[src/rtl/fpstat_pkg.sv]
package fpstat_pkg;

    localparam int EXC_W  = 5;
    localparam int RND_W  = 3;
    localparam int WORD_W = EXC_W + RND_W;

    typedef enum logic [1:0] {
        VIEW_WORD = 2'd0,
        VIEW_EXC  = 2'd1,
        VIEW_RND  = 2'd2,
        VIEW_NONE = 2'd3
    } view_e;

    typedef enum logic [1:0] {
        OP_SWAP  = 2'd0,
        OP_SET   = 2'd1,
        OP_CLEAR = 2'd2,
        OP_READ  = 2'd3
    } op_e;

    typedef enum logic {
        RSP_IDLE  = 1'b0,
        RSP_REPLY = 1'b1
    } rsp_state_e;

endpackage

[src/rtl/fpstat_access_decode.sv]
module fpstat_access_decode
    import fpstat_pkg::*;
#(
    parameter int XLEN = 32
) (
    input  logic              req_valid,
    input  view_e             view,
    input  op_e               op,
    input  logic [XLEN-1:0]   operand,
    output logic [WORD_W-1:0] wr_mask,
    output logic [WORD_W-1:0] wr_val
);
    logic [WORD_W-1:0] span;
    logic [WORD_W-1:0] place;

    // Map the operand onto the word positions of the selected view.
    always_comb begin
        span  = '0;
        place = '0;
        unique case (view)
            VIEW_WORD: begin
                span  = '1;
                place = operand[WORD_W-1:0];
            end
            VIEW_EXC: begin
                span  = {{RND_W{1'b0}}, {EXC_W{1'b1}}};
                place = {{RND_W{1'b0}}, operand[EXC_W-1:0]};
            end
            VIEW_RND: begin
                span  = {{RND_W{1'b1}}, {EXC_W{1'b0}}};
                place = {operand[RND_W-1:0], {EXC_W{1'b0}}};
            end
            VIEW_NONE: begin
                span  = '0;
                place = '0;
            end
        endcase
    end

    // The operation decides which bits are written and with what value.
    always_comb begin
        wr_mask = '0;
        wr_val  = '0;
        if (req_valid) begin
            unique case (op)
                OP_SWAP: begin
                    wr_mask = span;
                    wr_val  = place;
                end
                OP_SET: begin
                    wr_mask = place;
                    wr_val  = '1;
                end
                OP_CLEAR: begin
                    wr_mask = place;
                    wr_val  = '0;
                end
                OP_READ: begin
                    wr_mask = '0;
                    wr_val  = '0;
                end
            endcase
        end
    end
endmodule

[src/rtl/fpstat_state_reg.sv]
module fpstat_state_reg
    import fpstat_pkg::*;
(
    input  logic              clk,
    input  logic              rst_n,
    input  logic [WORD_W-1:0] wr_mask,
    input  logic [WORD_W-1:0] wr_val,
    input  logic [EXC_W-1:0]  raise,
    output logic [WORD_W-1:0] word_q
);
    logic [WORD_W-1:0] raise_w;
    logic [WORD_W-1:0] word_d;

    assign raise_w = {{RND_W{1'b0}}, raise};

    // Per bit: a software-written bit takes the written value; any other bit keeps its value plus the raise.
    for (genvar b = 0; b < WORD_W; b++) begin : g_bit
        assign word_d[b] = wr_mask[b] ? wr_val[b] : (word_q[b] | raise_w[b]);
    end

    always_ff @(posedge clk or negedge rst_n) begin
        if (!rst_n) word_q <= '0;
        else        word_q <= word_d;
    end
endmodule

[src/rtl/fpstat_view_mux.sv]
module fpstat_view_mux
    import fpstat_pkg::*;
#(
    parameter int XLEN = 32
) (
    input  logic [WORD_W-1:0] word,
    input  view_e             view,
    output logic [XLEN-1:0]   view_val
);
    localparam int PAD_W = XLEN - WORD_W;

    always_comb begin
        unique case (view)
            VIEW_WORD: view_val = {{PAD_W{1'b0}}, word};
            VIEW_EXC:  view_val = {{(XLEN-EXC_W){1'b0}}, word[EXC_W-1:0]};
            VIEW_RND:  view_val = {{(XLEN-RND_W){1'b0}}, word[WORD_W-1:EXC_W]};
            VIEW_NONE: view_val = '0;
        endcase
    end
endmodule

[src/rtl/fpstat_resp_fsm.sv]
module fpstat_resp_fsm
    import fpstat_pkg::*;
#(
    parameter int XLEN = 32
) (
    input  logic            clk,
    input  logic            rst_n,
    input  logic            req_valid,
    input  logic [XLEN-1:0] old_val,
    output logic            rsp_valid,
    output logic [XLEN-1:0] rsp_data
);
    rsp_state_e state_q, state_d;

    always_comb begin
        state_d = state_q;
        unique case (state_q)
            RSP_IDLE:  if (req_valid) state_d = RSP_REPLY;
            RSP_REPLY: state_d = req_valid ? RSP_REPLY : RSP_IDLE;
        endcase
    end

    always_ff @(posedge clk or negedge rst_n) begin
        if (!rst_n) state_q <= RSP_IDLE;
        else        state_q <= state_d;
    end

    // Capture the old value of the view as the request is accepted.
    always_ff @(posedge clk or negedge rst_n) begin
        if (!rst_n)         rsp_data <= '0;
        else if (req_valid) rsp_data <= old_val;
    end

    always_comb begin
        rsp_valid = (state_q == RSP_REPLY);
    end
endmodule

[src/rtl/fpu_status_ctl.sv]
module fpu_status_ctl
    import fpstat_pkg::*;
#(
    parameter int XLEN = 32
) (
    input  logic            clk,
    input  logic            rst_n,
    input  logic            req_valid,
    input  logic [1:0]      req_view,
    input  logic [1:0]      req_op,
    input  logic [XLEN-1:0] req_operand,
    input  logic [4:0]      exc_raise,
    output logic            rsp_valid,
    output logic [XLEN-1:0] rsp_data,
    output logic [4:0]      exc_flags_o,
    output logic [2:0]      rnd_mode_o
);
    view_e             view;
    op_e               op;
    logic [WORD_W-1:0] wr_mask;
    logic [WORD_W-1:0] wr_val;
    logic [WORD_W-1:0] word_q;
    logic [XLEN-1:0]   old_val;

    assign view = view_e'(req_view);
    assign op   = op_e'(req_op);

    fpstat_access_decode #(.XLEN(XLEN)) u_dec (
        .req_valid (req_valid),
        .view      (view),
        .op        (op),
        .operand   (req_operand),
        .wr_mask   (wr_mask),
        .wr_val    (wr_val)
    );

    fpstat_state_reg u_reg (
        .clk     (clk),
        .rst_n   (rst_n),
        .wr_mask (wr_mask),
        .wr_val  (wr_val),
        .raise   (exc_raise),
        .word_q  (word_q)
    );

    fpstat_view_mux #(.XLEN(XLEN)) u_mux (
        .word     (word_q),
        .view     (view),
        .view_val (old_val)
    );

    fpstat_resp_fsm #(.XLEN(XLEN)) u_rsp (
        .clk       (clk),
        .rst_n     (rst_n),
        .req_valid (req_valid),
        .old_val   (old_val),
        .rsp_valid (rsp_valid),
        .rsp_data  (rsp_data)
    );

    assign exc_flags_o = word_q[EXC_W-1:0];
    assign rnd_mode_o  = word_q[WORD_W-1:EXC_W];
endmodule

[config.mk]
export PLATFORM = sky130hd
export DESIGN_NAME = fpu_status_ctl
export DESIGN_NICKNAME = d
export VERILOG_FILES = /design/src/rtl/fpstat_pkg.sv /design/src/rtl/fpstat_access_decode.sv /design/src/rtl/fpstat_state_reg.sv /design/src/rtl/fpstat_view_mux.sv /design/src/rtl/fpstat_resp_fsm.sv /design/src/rtl/fpu_status_ctl.sv
export SDC_FILE = /design/constraint.sdc
export NUM_CORES = 1
export LEC_CHECK = 0
export BUFFER_PORTS_ARGS = -buffer_cell sky130_fd_sc_hd__buf_2
export CORE_MARGIN = 2
export CORE_UTILIZATION = 37
export DETAILED_ROUTE_END_ITERATION = 12
export PLACE_DENSITY = 0.83
export SLEW_MARGIN = 40
export SYNTH_ARGS = -nofsm -noshare
export SYNTH_HDL_FRONTEND = slang
export SYNTH_SLANG_ARGS = --single-unit
[constraint.sdc]
create_clock -name clk -period 1 [get_ports clk]
set_input_delay 0.05 -clock clk [delete_from_list [all_inputs] [get_ports clk]]
set_output_delay 0.05 -clock clk [all_outputs]
set_load 0.02 [all_outputs]
==> out/summary.txt, run 1 <==
CP Data Required Time = 0.95 ns
placeable core region = 0.00281 mm²
slowest cell on the critical path = sky130_fd_sc_hd__dfrtp_1
Final Max Slew Viols = 0
number of synthesized flops with an enable pin = 0
CTS tree = built
via total after detailed routing = 945
proportion of synthesized chip area in sequential cells = 38.1%
origin of the worst min-delay path = exc_raise[2]
count of warnings emitted by yosys = 0
area of the mapped netlist = 0.00112 mm²
count of boundary I/O pins = 85
fill cell total of the finished layout = 277
antenna diode count = 0
Worst Setup Slack post-DPL = -0.180 ns
final antenna-violating net count = 0
Post-synth top cells = sky130_fd_sc_hd__buf_4, sky130_fd_sc_hd__dfrtp_1, sky130_fd_sc_hd__a21oi_1, sky130_fd_sc_hd__nor2_1, sky130_fd_sc_hd__mux2i_1
Fin. Hold Viols = 0
wire length of the first global-routing pass = 3.87 mm
Cell Int Power = 1.14 mW
depth of the most critical reg-to-reg path = 3
Final period util = 93.9%
CTS Root Buffer Type = sky130_fd_sc_hd__clkbuf_4
leak pwr = 0.713 nW
Initial Util = 39.8%
power per cell area = 1310 mW/mm²
total grt overflow = 0
data arrival time of the worst path = 0.89 ns
number of port buffers = 36
DR vias/cell = 4.75
worst min-delay path endpoint = u_reg.word_q[2]
sum of buffers and inverters on the critical path = 1
clock tree skew after final layout = 0.000535 ns
maximum number of pins on one net before global-route repair = 18
type of the worst min-delay path = in2reg
dpl hpwl = 1.90 mm
RSZ-0062 raised after global routing = no
overall power = 1.79 mW
Nets = 216
Setup crit end kind = output pin
clock insertion delay at the later pin of the skew report = 0.29 ns
Cell Chain, Critical Path = buf_2
switching power total = 0.648 mW
area delta synth->final = 22.5%
initial antenna violation count = 0
number of flip-flops and latches in the synthesized netlist = 17
switching power as a share of total power = 36.2%
Hold Path Depth = 3
Max Freq = 1060 MHz
number of max-cap violations = 0
reg-to-reg critical path startpoint = u_reg.word_q[1]
row count = 19
WL/cell = 11.8 µm
drc violations = 4
post-synthesis cell type with the largest combined area = sky130_fd_sc_hd__dfrtp_1
Crit Path Class = reg2out
Horiz. Die Dim = 59.0 µm
status = complete, but fails checks
number of clock buffers inserted by TritonCTS = 3
distinct cell type count of the synthesized netlist = 24
routability congestion estimate from global placement = 0.740
most frequent cell after synthesis = sky130_fd_sc_hd__buf_4
Clock power frac = 20.6%
final critical-path required period = 0.939 ns
cell count after synthesis = 122
CP Launch Type = register
Final Util = 48.8%
detailed-route wire length = 2.35 mm
number of failing setup endpoints in the final timing report = 0
total area of multi-input combinational cells = 584 µm²
1st-pass router iterations = 8
largest cells by area after synthesis = sky130_fd_sc_hd__dfrtp_1, sky130_fd_sc_hd__buf_4, sky130_fd_sc_hd__mux2i_1
starting DRC count in detailed routing = 7
share of cells above drive strength 1 = 33.9%
clk slew on worst S/H paths = 0.09 ns
mean post-synth cell area = 9.16 µm²
CTS sink count = 17
violations in the final reports = design-rule violations
Sequential Power Share = 45.9%
CP delay by family, top = flip-flops
number of levels in the clock H-tree = 1
storage element area = 425 µm²
clock tree buffer depth = 2
count of cells resized by post-cts repair = 0
full die area = 0.00348 mm²
part of the total power dissipated in combinational logic = 33.6%
delay of the slowest cell on the worst path = 0.42 ns
fraction of post-synthesis cell area in the top cell type by area = 38.1%
Peak VDD IR = 678 µV
destination of the worst register-to-register timing path = u_rsp.rsp_data[1]
via count of the first global-routing pass = 883
proportion of synthesized flip-flops having asynchronous set or reset = 100%
vertical die dimension = 59.0 µm
final worst slack = 0.0606 ns
crit-path max FO = 3
Most used DFF post-synth = sky130_fd_sc_hd__dfrtp_1
reg2reg setup slack = 0.11 ns
gr usage total = 14.6%
[layout by cell type (no fill, tap or decap), drive strengths merged, types with 7 or more instances in the layout]
cell,count
conb,24
nor2,14
inv,7
o21ai,9
a21oi,14
mux2i,8
buf,45
dfrtp,17
[cell families after synthesis]
group	share of synthesized area (%)
AO/OA/AOI/OAI	12.2
adder cells (fa/ha/maj)	3.36
buffers and inverters	20.3
flip-flops	38.1
multiplexers	10.2
other	0.336
AND/OR/NAND/NOR	15.6
[worst reg2reg max path: stages, from the launching register on]
cell and delay, ns:
sky130_fd_sc_hd__dfrtp_1 0.42, sky130_fd_sc_hd__and2b_1 0.17, sky130_fd_sc_hd__a21oi_1 0.11, sky130_fd_sc_hd__a21oi_1 0.08
[layer usage]
layer / vias to the layer above / global-route usage (%) / share of wire, %
li1: 452 / - / -
met1: 442 / 17.7 / 41
met2: 46 / 25.2 / 50
met3: 5 / 2.64 / 7.1
met4: 0 / 6.17 / 1.5
met5: - / 0 / 0
[cell type report]
| type | count | share of cell area (%) |
|---|---|---|
| clock buffer | 4 | 1.92 |
| sequential | 17 | 31.1 |
| multi-input combinational | 94 | 42.7 |
| timing repair buffer | 46 | 18.8 |
| tap | 31 | 2.83 |
| inverter | 7 | 2.65 |
[power by group through the flow]
stage	clock network, mW	logic, mW	registers (mW)
after global routing	0.413	0.654	0.835
final	0.369	0.601	0.821
after detailed placement	0	0.576	0.843
after global placement	0	0.567	0.842
after floorplan	0	0.348	0.931
after CTS	0.382	0.583	0.828
[through the flow]
step | cells | hold WS, ns | area (µm²) | setup TNS, ns
detailed placement | 193 | -0.00276 | 1330 | -1.05
global route | 199 | 0.0319 | 1370 | 0
CTS | 198 | 0.0116 | 1360 | 0
global placement | 193 | -0.00259 | 1330 | -0.869
finish | 199 | 0.0156 | 1370 | 0
floorplan | 145 | -0.246 | 1250 | 0
[flip-flops by register name (all words and copies together), names as in the netlist]
name,flops
u_reg.word_q,8
u_rsp.rsp_data,8
u_rsp.rsp_valid,1
[worst max path at each step]
stage                    startpoint              end  cells after the start  slack (ns)
floorplan                 req_op[0]  u_reg.word_q[5]                      5       0.001
global placement          req_op[0]  u_reg.word_q[7]                      6       -0.14
detailed placement        req_op[0]  u_reg.word_q[6]                      6       -0.18
CTS                 u_reg.word_q[7]    rnd_mode_o[2]                      1        0.04
global route        u_reg.word_q[6]    rnd_mode_o[1]                      1        0.01
finish              u_reg.word_q[1]   exc_flags_o[1]                      1        0.06
[timing repair]
item                                    CTS  global route
setup buffers                             0             1
endpoints found under the setup margin    0             1
endpoints found under the hold margin    17             0
hold buffers                              1             0
(Power assumes the default switching activity.)
==> run 2, diff against run 1 <==
Settings changed: MAX_ROUTING_LAYER set to met4.
==> run 2 against run 1 <==
Net effect: the run still ends with design-rule violations left; critical path depth is the same; count of clock-buffer cells in the layout did not move; total power about the same; sequential share of layout area stayed put; cell count is the same; first-iteration DRC count did not move; maximum frequency hardly changed; global-route usage rose by 0.58 points; clock skew is essentially flat; clock power about the same; core utilization is the same; largest cell class unchanged.
==> out/summary.txt, run 2 (synthesis gave the netlist of run 1 again) <==
status = complete, but fails checks
final cell count without fillers = 199 (unchanged)
full die area = 0.00348 mm² (unchanged)
dpl hpwl = 1.90 mm (unchanged)
RSZ-0062 raised after global routing = no
Setup TNS = 0 ns (unchanged)
reg-to-reg critical path startpoint = u_reg.word_q[1]
via total after detailed routing = 947 (+0.21%)
Initial Util = 39.8% (unchanged)
top library cells by usage in the layout, fill and taps aside = sky130_fd_sc_hd__buf_2, sky130_fd_sc_hd__conb_1, sky130_fd_sc_hd__dfrtp_1, sky130_fd_sc_hd__nor2_1, sky130_fd_sc_hd__a21oi_1
power per cell area = 1310 mW/mm² (about the same)
worst setup path endpoint = exc_flags_o[1]
drc violations = 4 (unchanged)
violations in the final reports = design-rule violations
Final Max Slew Viols = 0 (unchanged)
WP depth = 1 (unchanged)
CP Data Required Time = 0.95 ns (about the same)
CTS tree = built
number of clock buffers inserted by TritonCTS = 3 (unchanged)
reg2reg setup slack = 0.11 ns (about the same)
Horiz. Die Dim = 59.0 µm (unchanged)
wire length of the first global-routing pass = 3.88 mm (+0.36%)
placeable core region = 0.00281 mm² (unchanged)
leak pwr = 0.713 nW (unchanged)
1st-pass router iterations = 8 (unchanged)
crit-path max FO = 3 (unchanged)
number of failing setup endpoints in the final timing report = 0 (unchanged)
antenna diode count = 0 (unchanged)
Max Freq = 1060 MHz (about the same)
clock insertion delay at the later pin of the skew report = 0.29 ns (about the same)
Cell Chain, Critical Path = buf_2
share of cells above drive strength 1 = 33.9% (unchanged)
count of cells resized by post-cts repair = 0 (unchanged)
routability congestion estimate from global placement = 0.749 (+1.3%)
detailed-route wire length = 2.34 mm (-0.13%)
starting DRC count in detailed routing = 7 (unchanged)
final critical-path required period = 0.939 ns (-0.000135 ns)
clk slew on worst S/H paths = 0.09 ns (about the same)
Final period util = 93.9% (about the same)
number of port buffers = 36 (unchanged)
sum of buffers and inverters on the critical path = 1 (unchanged)
delay of the slowest cell on the worst path = 0.42 ns (about the same)
Peak VDD IR = 678 µV (about the same)
final antenna-violating net count = 0 (unchanged)
total grt overflow = 0 (unchanged)
vertical die dimension = 59.0 µm (unchanged)
row count = 19 (unchanged)
type of the worst min-delay path = in2reg
CTS sink count = 17 (unchanged)
slowest cell on the critical path = sky130_fd_sc_hd__dfrtp_1
Crit Path Class = reg2out
DR vias/cell = 4.76 (+0.21%)
initial antenna violation count = 0 (unchanged)
overall power = 1.79 mW (about the same)
count of boundary I/O pins = 85 (unchanged)
CP Launch Type = register
CP delay by family, top = flip-flops
area delta synth->final = 22.5% (unchanged)
clock tree skew after final layout = 0.000742 ns (+0.000207 ns)
via count of the first global-routing pass = 879 (-0.45%)
number of max-cap violations = 0 (unchanged)
Nets = 216 (unchanged)
destination of the worst register-to-register timing path = u_rsp.rsp_data[1]
maximum number of pins on one net before global-route repair = 18 (unchanged)
cell total after placement = 193 (unchanged)
Fin. Hold Viols = 0 (unchanged)
CTS Root Buffer Type = sky130_fd_sc_hd__clkbuf_4
gr usage total = 15.2% (+0.58 points)
WL/cell = 11.8 µm (-0.13%)
Setup crit end kind = output pin
depth of the most critical reg-to-reg path = 3 (unchanged)
number of levels in the clock H-tree = 1 (unchanged)
data arrival time of the worst path = 0.89 ns (about the same)
clock tree buffer depth = 2 (unchanged)
most common library cell in the layout ignoring fill and taps = sky130_fd_sc_hd__buf_2
timing startpoint of the critical path = u_reg.word_q[1]
## run 2: cell counts in the layout (fill, tap and decap cells not counted)
Identical to the previous run, type by type.
## run 2: worst min-delay path by stage
stage	startpoint	endpoint	slack, ns	cells past startpoint
global placement	rst_n	u_reg.word_q[2]	-0.003	1
floorplan	rst_n	u_reg.word_q[0]	-0.25	0
detailed placement	rst_n	u_reg.word_q[7]	-0.003	1
CTS	exc_raise[3]	u_reg.word_q[3]	0.01	3
finish	exc_raise[2]	u_reg.word_q[2]	0.02	3
global route	exc_raise[2]	u_reg.word_q[2]	0.03	3
## run 2: worst reg2reg max path, stage by stage (launching register included)
cell and delay [ns]:
sky130_fd_sc_hd__dfrtp_1 0.42, sky130_fd_sc_hd__and2b_1 0.16, sky130_fd_sc_hd__a21oi_1 0.11, sky130_fd_sc_hd__a21oi_1 0.08
## run 2: layer usage
metal | up-vias | part of all wire [%] | global-route usage (%)
li1 | 452 | - | -
met1 | 442 | 41 | 17.8
met2 | 48 | 50 | 25.2
met3 | 5 | 6.9 | 3.08
met4 | 0 | 1.5 | 6.17
met5 | - | 0 | -
## run 2: timing repair
action / in CTS / in global routing
setup buffers: 0 / 1
endpoints found under the setup margin: 0 / 1
hold endpoints to repair: 17 / 0
hold buffers: 1 / 0
## run 2: cell type report
type | count | area [µm²]
clock buffers | 4 | 26.3
fillers | 277 | 1440
inverters | 7 | 36.3
multi-input cells | 94 | 584
flip-flops and latches | 17 | 425
well taps | 31 | 38.8
repair buffers | 46 | 258
## run 2: power breakdown
part           internal (mW)  switching (mW)
Sequential             0.766          0.0546
Clock                  0.155           0.213
Combinational          0.221           0.380
Total                   1.14           0.647
## run 2: stage by stage
step	cell area, µm²	setup slack (ns)	utilization (%)	hold WS, ns
final	1370	0.0608	48.8	0.0157
after global routing	1370	0.00722	48.8	0.0267
after CTS	1360	0.0402	48.5	0.0116
after detailed placement	1330	-0.180	47.2	-0.00276
after global placement	1330	-0.142	47.2	-0.00259
after floorplan	1250	0.00148	-	-0.246
